$ cat config.mk
export PLATFORM = sky130hd
export DESIGN_NAME = pc_sequencer
export DESIGN_NICKNAME = d
export VERILOG_FILES = /design/src/rtl/pc_seq_pkg.sv /design/src/rtl/pc_ctrl_dec.sv /design/src/rtl/pc_preload_reg.sv /design/src/rtl/pc_ret_stack.sv /design/src/rtl/pc_sequencer.sv
export SDC_FILE = /design/constraint.sdc
export NUM_CORES = 1
export LEC_CHECK = 0
export BUFFER_PORTS_ARGS = -buffer_cell sky130_fd_sc_hd__buf_4
export CAP_MARGIN = 5
export CORE_MARGIN = 2
export CORE_UTILIZATION = 50
export DETAILED_ROUTE_END_ITERATION = 6
export PLACE_DENSITY = 0.77
export SYNTH_ARGS = -nofsm -noshare
export SYNTH_HDL_FRONTEND = slang
export SYNTH_HIERARCHICAL = 1
export SYNTH_SLANG_ARGS = --single-unit
$ cat constraint.sdc
create_clock -name clk_i -period 2.21 [get_ports clk_i]
set_input_delay 0.221 -clock clk_i [delete_from_list [all_inputs] [get_ports clk_i]]
set_output_delay 0.221 -clock clk_i [all_outputs]
set_load 0.02 [all_outputs]
$ cat src/rtl/pc_seq_pkg.sv
package pc_seq_pkg;
  typedef enum logic [2:0] {
    SEL_HOLD,
    SEL_INC,
    SEL_RET,
    SEL_BRANCH,
    SEL_PCL,
    SEL_VEC
  } pc_sel_e;
endpackage

$ cat src/rtl/pc_ctrl_dec.sv
module pc_ctrl_dec
  import pc_seq_pkg::*;
(
  input  logic    advance_i,
  input  logic    jump_i,
  input  logic    call_i,
  input  logic    ret_i,
  input  logic    irq_enter_i,
  input  logic    wr_pcl_i,
  output pc_sel_e sel_o,
  output logic    push_o,
  output logic    push_inc_o,
  output logic    pop_o
);
  // fixed priority: irq > pcl write > call > jump > ret > advance
  always_comb begin
    sel_o      = SEL_HOLD;
    push_o     = 1'b0;
    push_inc_o = 1'b0;
    pop_o      = 1'b0;
    if (irq_enter_i) begin
      sel_o  = SEL_VEC;
      push_o = 1'b1;
    end else if (wr_pcl_i) begin
      sel_o = SEL_PCL;
    end else if (call_i) begin
      sel_o      = SEL_BRANCH;
      push_o     = 1'b1;
      push_inc_o = 1'b1;
    end else if (jump_i) begin
      sel_o = SEL_BRANCH;
    end else if (ret_i) begin
      sel_o = SEL_RET;
      pop_o = 1'b1;
    end else if (advance_i) begin
      sel_o = SEL_INC;
    end
  end
endmodule

$ cat src/rtl/pc_preload_reg.sv
module pc_preload_reg #(
  parameter int unsigned DATA_W = 8,
  parameter int unsigned PL_W   = 5
) (
  input  logic              clk_i,
  input  logic              rst_ni,
  input  logic              wr_i,
  input  logic [DATA_W-1:0] wdata_i,
  output logic [PL_W-1:0]   q_o
);
  always_ff @(posedge clk_i or negedge rst_ni) begin
    if (!rst_ni)   q_o <= '0;
    else if (wr_i) q_o <= wdata_i[PL_W-1:0];
  end
endmodule

$ cat src/rtl/pc_ret_stack.sv
module pc_ret_stack #(
  parameter int unsigned DEPTH = 8,
  parameter int unsigned W     = 13
) (
  input  logic         clk_i,
  input  logic         rst_ni,
  input  logic         push_i,
  input  logic         pop_i,
  input  logic [W-1:0] push_data_i,
  output logic [W-1:0] top_o
);
  localparam int unsigned PTR_W = (DEPTH > 1) ? $clog2(DEPTH) : 1;
  localparam logic [PTR_W-1:0] LAST = PTR_W'(DEPTH - 1);

  logic [PTR_W-1:0] wr_ptr_q, rd_ptr;
  logic [W-1:0]     slot_rd [DEPTH];

  // pointer wraps modulo DEPTH; no overflow or underflow tracking
  assign rd_ptr = (wr_ptr_q == '0) ? LAST : wr_ptr_q - 1'b1;

  always_ff @(posedge clk_i or negedge rst_ni) begin
    if (!rst_ni) begin
      wr_ptr_q <= '0;
    end else if (push_i) begin
      wr_ptr_q <= (wr_ptr_q == LAST) ? '0 : wr_ptr_q + 1'b1;
    end else if (pop_i) begin
      wr_ptr_q <= rd_ptr;
    end
  end

  for (genvar e = 0; e < DEPTH; e++) begin : g_slot
    logic [W-1:0] slot_q;
    always_ff @(posedge clk_i) begin
      if (push_i && wr_ptr_q == PTR_W'(e)) slot_q <= push_data_i;
    end
    assign slot_rd[e] = slot_q;
  end

  assign top_o = slot_rd[rd_ptr];
endmodule

$ cat src/rtl/pc_sequencer.sv
module pc_sequencer
  import pc_seq_pkg::*;
#(
  parameter int unsigned PC_W      = 13,
  parameter int unsigned IMM_W     = 11,
  parameter int unsigned DATA_W    = 8,
  parameter int unsigned DEPTH     = 8,
  parameter int unsigned IRQ_VEC   = 4,
  parameter int unsigned PL_W      = PC_W - DATA_W
) (
  input  logic              clk_i,
  input  logic              rst_ni,
  input  logic              advance_i,
  input  logic              jump_i,
  input  logic              call_i,
  input  logic              ret_i,
  input  logic              irq_enter_i,
  input  logic [IMM_W-1:0]  imm_i,
  input  logic              wr_pcl_i,
  input  logic              wr_preload_i,
  input  logic [DATA_W-1:0] wdata_i,
  output logic [PC_W-1:0]   fetch_addr_o,
  output logic [PL_W-1:0]   preload_o
);
  localparam int unsigned HI_W = PC_W - IMM_W;

  pc_sel_e          sel;
  logic             push, push_inc, pop;
  logic [PC_W-1:0]  pc_q, pc_d, pc_inc, stack_top, push_data;
  logic [PL_W-1:0]  pl_q;

  pc_ctrl_dec u_dec (
    .advance_i  (advance_i),
    .jump_i     (jump_i),
    .call_i     (call_i),
    .ret_i      (ret_i),
    .irq_enter_i(irq_enter_i),
    .wr_pcl_i   (wr_pcl_i),
    .sel_o      (sel),
    .push_o     (push),
    .push_inc_o (push_inc),
    .pop_o      (pop)
  );

  pc_preload_reg #(.DATA_W(DATA_W), .PL_W(PL_W)) u_preload (
    .clk_i  (clk_i),
    .rst_ni (rst_ni),
    .wr_i   (wr_preload_i),
    .wdata_i(wdata_i),
    .q_o    (pl_q)
  );

  assign pc_inc    = pc_q + 1'b1;
  assign push_data = push_inc ? pc_inc : pc_q;

  pc_ret_stack #(.DEPTH(DEPTH), .W(PC_W)) u_stack (
    .clk_i      (clk_i),
    .rst_ni     (rst_ni),
    .push_i     (push),
    .pop_i      (pop),
    .push_data_i(push_data),
    .top_o      (stack_top)
  );

  always_comb begin
    unique case (sel)
      SEL_INC:    pc_d = pc_inc;
      SEL_RET:    pc_d = stack_top;
      SEL_BRANCH: pc_d = {pl_q[PL_W-1 -: HI_W], imm_i};
      SEL_PCL:    pc_d = {pl_q, wdata_i};
      SEL_VEC:    pc_d = PC_W'(IRQ_VEC);
      default:    pc_d = pc_q;
    endcase
  end

  always_ff @(posedge clk_i or negedge rst_ni) begin
    if (!rst_ni) pc_q <= '0;
    else         pc_q <= pc_d;
  end

  assign fetch_addr_o = pc_q;
  assign preload_o    = pl_q;
endmodule

==> results of run 1 <==
[path summary, 6_finish.rpt]
kind,to,slack [ns],depth (start not counted)
setup / recovery,fetch_addr_o[4],0.07,8
hold / removal,u_preload/q_o[0],0.06,2
setup reg to reg,fetch_addr_o[4],0.07,8
hold reg to reg,u_preload/q_o[2],0.54,1
max in group asynchronous,u_stack/wr_ptr_q[0],1.68,2
min in group asynchronous,u_preload/q_o[0],0.26,2
[metal layers]
layer / track usage, % / wire length (um)
met5: 0 / 0
met3: 5.08 / 788
met2: 33.4 / 6260
met4: 10.7 / 342
met1: 27.6 / 5660
[cell type report]
| cell class | count | share of cell area (%) |
|---|---|---|
| repair buffers | 81 | 9.42 |
| clock inverters | 14 | 1.72 |
| well taps | 147 | 2.50 |
| multi-input cells | 242 | 30.4 |
| clock buffers | 18 | 5.84 |
| flip-flops and latches | 125 | 49.6 |
| inverters | 9 | 0.527 |
[cell usage in the layout, fill, tap and decap left out, types with 3 or more instances in the layout]
master,Yosys,final
a21oi_1,4,4
a221o_1,3,3
a221oi_2,10,11
a22oi_1,3,3
a31oi_1,4,4
and2_1,4,4
and3_1,6,6
buf_12,1,6
buf_4,4,72
clkbuf_16,0,17
clkinv_1,0,3
clkinv_2,0,6
dfrtp_1,21,20
edfxtp_1,104,104
ha_1,8,6
inv_1,6,6
mux2_2,7,7
mux2i_1,39,39
mux4_1,5,5
mux4_2,8,8
nand2_1,18,18
nand2b_1,4,4
nand3_1,8,8
nand4_1,5,5
nor2_1,12,12
nor3_1,12,11
nor3_2,13,13
o211ai_1,5,5
o21ai_0,5,5
o221ai_1,6,6
o22ai_1,3,3
xnor2_1,11,11
xor2_1,11,11
[metrics by stage]
| step | std cells | hold WS (ns) | setup WS, ns | setup TNS [ns] | instance area, um2 |
|---|---|---|---|---|---|
| 2_1_floorplan | 408 | -0.0746 | -0.0200 | -0.0200 | 6150 |
| 3_3_place_gp | 601 | 0.138 | 0.0804 | 0 | 6720 |
| 3_5_place_dp | 601 | 0.140 | 0.00942 | 0 | 6720 |
| 4_1_cts | 636 | 0.0399 | 0.0196 | 0 | 7320 |
| 5_1_grt | 636 | 0.0489 | -0.00520 | -0.00680 | 7350 |
| 6_report | 636 | 0.0589 | 0.0727 | 0 | 7350 |
[worst register-to-register path: stages, from the launching register on]
cell	delay, ns
dfrtp_2	0.41
inv_6	0.06
ha_4	0.35
mux4_2	0.32
nor3_2	0.23
a221oi_2	0.07
a31oi_1	0.14
o22ai_1	0.11
a221o_1	0.32
[synthesized netlist by cell type, types with 8 or more instances]
master	n	area (um2)
nor2_1	12	45.0
a221oi_2	10	150
nor3_2	13	130
xor2_1	11	96.3
edfxtp_1	104	3120
mux4_2	8	180
buf_2	11	55.1
nand3_1	8	40.0
xnor2_1	11	96.3
nand2_1	18	67.6
mux2i_1	39	390
nor3_1	12	60.1
ha_1	8	100
dfrtp_1	21	526
[power groups by stage]
stage          sequential, mW  combinational [mW]  clock [mW]
3_3_place_gp             3.28                3.67           0
6_report                 3.28                4.03        2.58
2_1_floorplan            3.26                2.94           0
5_1_grt                  3.32                4.32        2.72
3_5_place_dp             3.31                3.75           0
4_1_cts                  3.27                3.94        2.62
[cell families after synthesis]
group,count (synthesis),share of synthesized area [%]
AOI/OAI and AO/OA,60,8.78
buffers and inverters,41,4.40
adders and majority gates,8,1.64
and+or+nand+nor,92,9.29
DFF,125,59.7
muxes,59,12.8
xor gates and xnor gates,23,3.42
[flip-flops by register name, summed over array words and instances (netlist names)]
signal	count
u_stack/g_slot.slot_q	104
u_preload/q_o	5
fetch_addr_o	13
u_stack/wr_ptr_q	3
[repair_timing]
action,in CTS,in global routing
setup buffers,2,0
gates resized for setup,0,8
endpoints found under the setup margin,1,12
pin swaps,1,0
hold buffers,1,0
hold endpoints to repair,21,0
==> run metrics, run 1 <==
status=finished, final reports clean; Int Power=6.59 mW; FILL cells=858; CP startpoint kind=flop; Area Growth Syn to Fin=20.3%; Critical Path Source=u_stack/wr_ptr_q[0]; number of levels in the clock H-tree=4; Top FF cell, synth=edfxtp_1; worst setup path category=flop to flop; maxcap violations=0; grt ovf=0; fin. max-slew vios=0; Sequential Power Share=33.2%; antenna cells=0; total track usage=21.2%; P_sw=3.30 mW; Syn Nets=444; final hold violation count=0; Worst EP required=2.49 ns; area occupied by multi-input gates=2230 um2; PnR Total Power=9.89 mW; slowest cell on the critical path=dfrtp_2; clk_skew=0.00580 ns; Num CTS Buffers=17; crit-path leading delay family=compound AO/OA/AOI/OAI gates; first-pass GRT wire length=20,600 um; synth unique cells=57; Final Critical Period=2.14 ns; pwr/cell area=1350 nW/um2; post-synthesis cell count=408; register bit total from synthesis=125; Gate power share=40.8%; final setup violation count=0; GPL Wtd Cong=0.907; vias per cell=5.88; critical path endpoint category=flop; pin count of the biggest net entering global routing=22; Ports=46; Pre-antenna DRT Iters=5; residual DRC count=0; CP peak stage delay=0.41 ns; core box area=12,000 um2; maximum clock path buffer count=2; ratio of cells with drive above 1 in the final layout=33.7%; Finished Core Util=61.5%; Async SR Flop Fraction=16.8%; Post-synth EDFFs=104; TritonCTS clock tree=built; Die Y-Extent=115 um; WP data arrival=2.42 ns; r2r startpoint=u_stack/wr_ptr_q[0]; Root Buffer=clkbuf_16; register area=3650 um2; WP buf/inv=1; Max Clock Freq=468 MHz; Clock Pin Slew Worst Setup and Hold Paths=0.05 ns; Routed Antenna Nets=0; Rel. slew slack=51.8%; Slew @ Worst Pin=0.717 ns; clock latency on the worst-skew pair=0.41 ns; die footprint=13,100 um2; CTS sink count=125; Max FO, Critical Path=7; sequential area share after synthesis=59.7%; Mean Syn Cell Area=15.0 um2; Routed WL=13,100 um; Initial DRC Count=336; Final HPWL DP=8740 um; row cnt=40; P_leak=2.81 nW; warnings from Yosys=6; crit-path cells=inv_6 -> ha_4 -> mux4_2 -> nor3_2 -> a221oi_2 -> a31oi_1 -> o22ai_1 -> a221o_1; Via Count=3,742; hold_sp=wdata_i[0]; period utilization=96.7%; Syn Std Cell Area=6110 um2; Sw Ratio=33.3%; I/O Buffers=45; Final Net Count=512; initial antenna violation count=0; HP Class=primary input to flop; vias in the first global route=3,774; IR drop worst, VDD=0.759 mV; Die Wd=115 um; RSZ-0062 raised after global routing=yes; starting density of the core=51.1%; Clk pwr share=26.1%; wire per inst=20.5 um
(Power assumes the default switching activity.)
==> run 2: changes to the inputs <==
Settings changed: SETUP_SLACK_MARGIN set to 0.1.
==> run 2 against run 1 <==
Effect of this change: combinational power is 14% higher; flip-flop and latch count stayed put; routed wire length is 1.3% lower; highest routed layer unchanged.
==> run metrics, run 2 (synthesized netlist as in run 1, its figures left out) <==
Rel. slew slack=51.7% (-0.095 points); Sequential Power Share=31.9% (-1.3 points); post-placement cell count=598 (-0.50%); Reg2Reg Depth=10 (+2); vias in the first global route=3,903 (+3.4%); Final Net Count=518 (+1.2%); Initial DRC Count=346 (+3.0%); row cnt=40 (unchanged); grt ovf=0 (unchanged); RSZ-0062 raised after global routing=yes; GPL Wtd Cong=0.885 (-2.5%); number of levels in the clock H-tree=4 (unchanged); TritonCTS clock tree=built; Num CTS Buffers=17 (unchanged); Area Growth Syn to Fin=23.0%; Die Wd=115 um (unchanged); die footprint=13,100 um2 (unchanged); Final HPWL DP=8860 um (+1.3%); core box area=12,000 um2 (unchanged); final setup violation count=0 (unchanged); max reg flops=104 (unchanged); initial antenna violation count=0 (unchanged); most common cell after layout, fill and taps aside=edfxtp_1; HP Class=primary input to flop; Critical path destination=fetch_addr_o[10]; Ports=46 (unchanged); Via Count=3,754 (+0.32%); Routed Antenna Nets=0 (unchanged); Max Clock Freq=471 MHz (+0.60%); Root Buffer=clkbuf_16; critical path endpoint category=flop; WP data arrival=2.46 ns (+0.04 ns); IR drop worst, VDD=0.740 mV (-2.5%); I/O Buffers=45 (unchanged); Sw Ratio=33.4% (+0.041 points); clk_skew=0.0101 ns (+0.00432 ns); worst setup path category=flop to flop; final hold violation count=0 (unchanged); status=finished, final reports clean; CTS sink count=125 (unchanged); commonest non-fill, non-tap cells in the layout=edfxtp_1, buf_4, mux2i_1, dfrtp_1, nand2_1; Clock Pin Slew Worst Setup and Hold Paths=0.06 ns (about the same); r2r startpoint=u_stack/wr_ptr_q[0]; FF-to-FF setup slack=0.09 ns (about the same); area occupied by multi-input gates=2380 um2 (+6.7%); Finished Core Util=62.8% (+1.3 points); Min Hold Slack=0.0659 ns (+0.00705 ns); register area=3650 um2 (about the same); ratio of cells with drive above 1 in the final layout=37.2% (+3.5 points); Slew @ Worst Pin=0.724 ns (+0.00658 ns); pin count of the biggest net entering global routing=26 (+18%); fin. max-slew vios=0 (unchanged); maxcap violations=0 (unchanged); Die Y-Extent=115 um (unchanged); vias per cell=5.86 (-0.46%); Int Power=6.87 mW (+4.1%); Pre-antenna DRT Iters=4 (-1); residual DRC count=0 (unchanged); maximum clock path buffer count=2 (unchanged); CP startpoint kind=flop; P_sw=3.44 mW (+4.3%); Worst EP required=2.54 ns (+0.05 ns); wire per inst=20.1 um (-2.1%); Clk pwr share=23.4% (-2.7 points); Reg-to-Reg End=fetch_addr_o[10]; Routed WL=12,900 um (-1.3%); Final Critical Period=2.12 ns (-0.0128 ns); clock latency on the worst-skew pair=0.41 ns (about the same); Non-Filler Instances=641 (+0.79%); Top reg by flops=u_stack/g_slot.slot_q; period utilization=96.1% (-0.58 points); FILL cells=819 (-4.5%); first-pass GRT wire length=20,500 um (-0.74%); pwr/cell area=1370 nW/um2 (+2.0%); P_leak=2.83 nW (+0.73%); total track usage=20.7% (-0.49 points); Max FO, Critical Path=12 (+5); Critical Path Source=u_stack/wr_ptr_q[0]; starting density of the core=51.1% (unchanged); Gate power share=44.7% (+3.9 points); antenna cells=0 (unchanged)
run 2: area by class of cell:
class / instances / area share (%)
flip-flops and latches: 125 / 48.6
multi-input cells: 242 / 31.7
repair buffers: 87 / 9.92
clock buffers: 19 / 5.76
well taps: 147 / 2.45
clock inverters: 12 / 1.07
inverters: 9 / 0.516
run 2: how the worst min path moves through the flow:
| stage | from | endpoint | slack (ns) | cells after the start |
|---|---|---|---|---|
| 3_3_place_gp | rst_ni | u_stack/wr_ptr_q[2] | 0.14 | 1 |
| 3_5_place_dp | rst_ni | fetch_addr_o[1] | 0.14 | 1 |
| 6_report | wdata_i[4] | u_preload/q_o[4] | 0.07 | 2 |
| 2_1_floorplan | rst_ni | fetch_addr_o[0] | -0.07 | 0 |
| 5_1_grt | wdata_i[4] | u_preload/q_o[4] | 0.05 | 2 |
| 4_1_cts | wdata_i[4] | u_preload/q_o[4] | 0.05 | 2 |
run 2: layer usage:
metal	GRT usage, %	routed length [um]	vias to the layer above
met5	0	0	-
met4	9.02	213	0
met3	5.08	646	21
met2	33.7	6440	111
met1	26.5	5590	1884
li1	-	-	1738
run 2: what timing repair did:
action / in CTS / in global routing
hold endpoints to repair: 21 / 0
resized for setup: 5 / 29
setup endpoints to repair: 26 / 61
pin swaps: 0 / 7
gates cloned: 0 / 1
hold buffers: 1 / 0
setup buffers: 2 / 8
run 2: critical path, cell delays in order (launching register included):
cell and delay [ns]:
dfrtp_2 0.44, inv_6 0.09, ha_4 0.23, buf_12 0.15, buf_16 0.15, mux2i_4 0.19, a221oi_4 0.31, mux2i_1 0.11
o21ai_0 0.19, a21oi_1 0.10, o21ai_1 0.07
run 2: per-stage QoR:
step	cell area, um2	power [mW]	setup TNS (ns)	setup WS [ns]
3_3_place_gp	6730	7.11	0	0.0832
5_1_grt	7520	10.8	-0.123	-0.0611
6_report	7520	10.3	0	0.0855
4_1_cts	7290	9.71	0	0.0774
3_5_place_dp	6730	7.21	-0.00357	-0.00357
2_1_floorplan	6150	6.22	-0.0200	-0.0200
run 2: power by group through the flow:
stage	Clock [mW]	Sequential [mW]	Combinational [mW]
6_report	2.41	3.29	4.61
5_1_grt	2.57	3.32	4.93
4_1_cts	2.45	3.27	3.99
3_5_place_dp	0	3.30	3.91
3_3_place_gp	0	3.28	3.83
2_1_floorplan	0	3.26	2.95
==> run 3: changes to the inputs <==
Settings changed: CORE_UTILIZATION 50 to 45, PLACE_DENSITY 0.77 to 0.71.
==> run 3 against run 2 <==
Effect of this change: the flow now finishes with violations (setup timing); total power up 14%; largest cell class unchanged; clock skew down 0.0029 ns; routed wire length up 14%; sequential share of layout area down 2.1 points; global-route usage down 0.29 points; highest routed layer unchanged; critical path type unchanged; flip-flop and latch count unchanged; utilization down 3.6 points.
==> run metrics, run 3 (synthesized netlist as in run 1, its figures left out) <==
status=finished, violations left; failing checks=setup timing; dpl ws=-0.113 ns (-0.109 ns); finished layout cell area=7850 um2 (+4.4%); Final Critical Period=2.28 ns (+0.153 ns); CTS sink count=125 (unchanged); first-pass GRT wire length=21,900 um (+7.1%); Max Clock Freq=439 MHz (-6.7%); Area Growth Syn to Fin=28.4%; Sw Ratio=34.8% (+1.4 points); final setup violation count=6 (+6); most common cell after layout, fill and taps aside=edfxtp_1; grt ovf=0 (unchanged); Final HPWL DP=9030 um (+1.9%); Post-DP Area=6770 um2 (+0.61%); Rel. slew slack=49.7% (-2.0 points); I/O Buffers=45 (unchanged); fin. max-slew vios=0 (unchanged); vias in the first global route=3,860 (-1.1%); residual DRC count=0 (unchanged); Clk pwr share=23.8% (+0.4 points); Die Y-Extent=121 um (+5.2%); pwr/cell area=1500 nW/um2 (+9.6%); clk_skew=0.00726 ns (-0.00286 ns); starting density of the core=46.2% (-4.9 points); period utilization=103% (+6.9 points); worst setup path category=flop to flop; PnR Total Power=11.8 mW (+14%); CP startpoint kind=flop; Final Net Count=532 (+2.7%); Int Power=7.69 mW (+12%); Reg2Reg Depth=11 (+1); max reg flops=104 (unchanged); row cnt=42 (+5.0%); Worst EP required=2.51 ns (-0.03 ns); clock latency on the worst-skew pair=0.41 ns (about the same); IR drop worst, VDD=0.825 mV (+11%); Setup WS post-layout=-0.0678 ns (-0.153 ns); TritonCTS clock tree=built; ratio of cells with drive above 1 in the final layout=40.1% (+2.8 points); maxcap violations=0 (unchanged); HP Class=primary input to flop; Die Wd=121 um (+5.2%); commonest non-fill, non-tap cells in the layout=edfxtp_1, buf_4, mux2i_1, dfrtp_1, clkbuf_16; RSZ-0062 raised after global routing=yes; initial antenna violation count=0 (unchanged); WP data arrival=2.58 ns (+0.12 ns); pin count of the biggest net entering global routing=26 (unchanged); core box area=13,200 um2 (+11%); GPL Wtd Cong=0.876 (-1.0%); r2r startpoint=u_stack/wr_ptr_q[0]; Routed WL=14,600 um (+14%); FF-to-FF setup slack=-0.07 ns (-0.15 ns); Ports=46 (unchanged); maximum clock path buffer count=2 (unchanged); Reg-to-Reg End=fetch_addr_o[3]; final hold violation count=0 (unchanged); WHS Endpoint=u_preload/q_o[2]; wire per inst=21.3 um (+6.2%); Num CTS Buffers=17 (unchanged); Routed Antenna Nets=0 (unchanged); P_leak=2.95 nW (+4.2%); Gate power share=48.6% (+3.9 points); Via Count=3,917 (+4.3%); total track usage=20.4% (-0.29 points); Top reg by flops=u_stack/g_slot.slot_q; vias per cell=5.72 (-2.4%); die footprint=14,500 um2 (+11%); antenna cells=0 (unchanged); critical path endpoint category=flop; Initial DRC Count=443 (+28%); P_sw=4.11 mW (+19%); Sequential Power Share=27.6% (-4.3 points); number of levels in the clock H-tree=4 (unchanged); hold path depth=2 (unchanged); Pre-antenna DRT Iters=5 (+1); Root Buffer=clkbuf_16; hold_sp=wdata_i[2]; FILL cells=964 (+18%); Max FO, Critical Path=5 (-7); Sum Neg Setup Slack=-0.169 ns (-0.169 ns); Clock Pin Slew Worst Setup and Hold Paths=0.06 ns (about the same); Slew @ Worst Pin=0.749 ns (+0.0252 ns)
[run 3: changes by cell type in the layout (fill, tap and decap cells not counted), moves of 4 or more]
cell        previous run  this run
nor3_4                 4        10
clkinvlp_4             1         5
clkinv_1               6         0
buf_12                 5         9
nor3_2                12         8
buf_4                 77        85
[run 3: power by group through the flow]
stage	Sequential [mW]	Clock (mW)	Combinational, mW
after global routing	3.29	2.95	6.02
final	3.25	2.81	5.73
after detailed placement	3.27	0	3.91
after global placement	3.25	0	3.82
after CTS	3.24	2.83	4.78
after floorplan	3.26	0	2.95
[run 3: stage by stage]
stage          utilization (%)  std cells  hold WS (ns)
5_1_grt                   59.3        685        0.0435
2_1_floorplan                -        408       -0.0746
3_3_place_gp              51.1        631         0.137
6_report                  59.3        685        0.0613
3_5_place_dp              51.1        631         0.134
4_1_cts                   57.5        676        0.0409
[run 3: final cells by class]
cell class	count	area (um2)	area share, %
clock inverter	13	168	2.14
sequential	125	3650	46.5
tap	176	220	2.81
timing repair buffer	100	912	11.6
multi-input combinational	243	2430	30.9
clock buffer	19	433	5.52
inverter	9	38.8	0.494
[run 3: how the worst max path moves through the flow]
stage          slack (ns)           startpoint               to  cells past startpoint
6_report            -0.07  u_stack/wr_ptr_q[0]  fetch_addr_o[3]                     11
5_1_grt             -0.19  u_stack/wr_ptr_q[0]  fetch_addr_o[3]                     11
4_1_cts             -0.03  u_stack/wr_ptr_q[0]  fetch_addr_o[9]                     11
3_5_place_dp        -0.11  u_stack/wr_ptr_q[0]  fetch_addr_o[4]                      9
3_3_place_gp        -0.04  u_stack/wr_ptr_q[0]  fetch_addr_o[4]                      9
2_1_floorplan       -0.02  u_stack/wr_ptr_q[0]  fetch_addr_o[4]                     11
[run 3: critical path, cell delays in order, from the launching register on]
cell and delay, ns:
dfrtp_2 0.41, inv_6 0.05, buf_12 0.12, ha_4 0.25, buf_4 0.15, buf_12 0.13, mux4_2 0.33, nor3_2 0.17
a221oi_2 0.06, mux2_2 0.28, o22ai_1 0.16, nor2_1 0.06
[run 3: metal layers]
layer | vias to the layer above | share of wire (%) | global-route usage (%)
li1 | 1766 | - | -
met1 | 1986 | 42 | 26.3
met4 | 0 | 2.3 | 8.72
met2 | 136 | 51 | 33.3
met5 | - | 0 | 0
met3 | 29 | 4.8 | 4.72
[run 3: what timing repair did]
action,in CTS,in global routing
gates cloned,1,2
hold buffers,1,0
resized for setup,26,19
hold endpoints to repair,21,0
pin swaps,8,13
buffers inserted,11,7
endpoints found under the setup margin,12,58
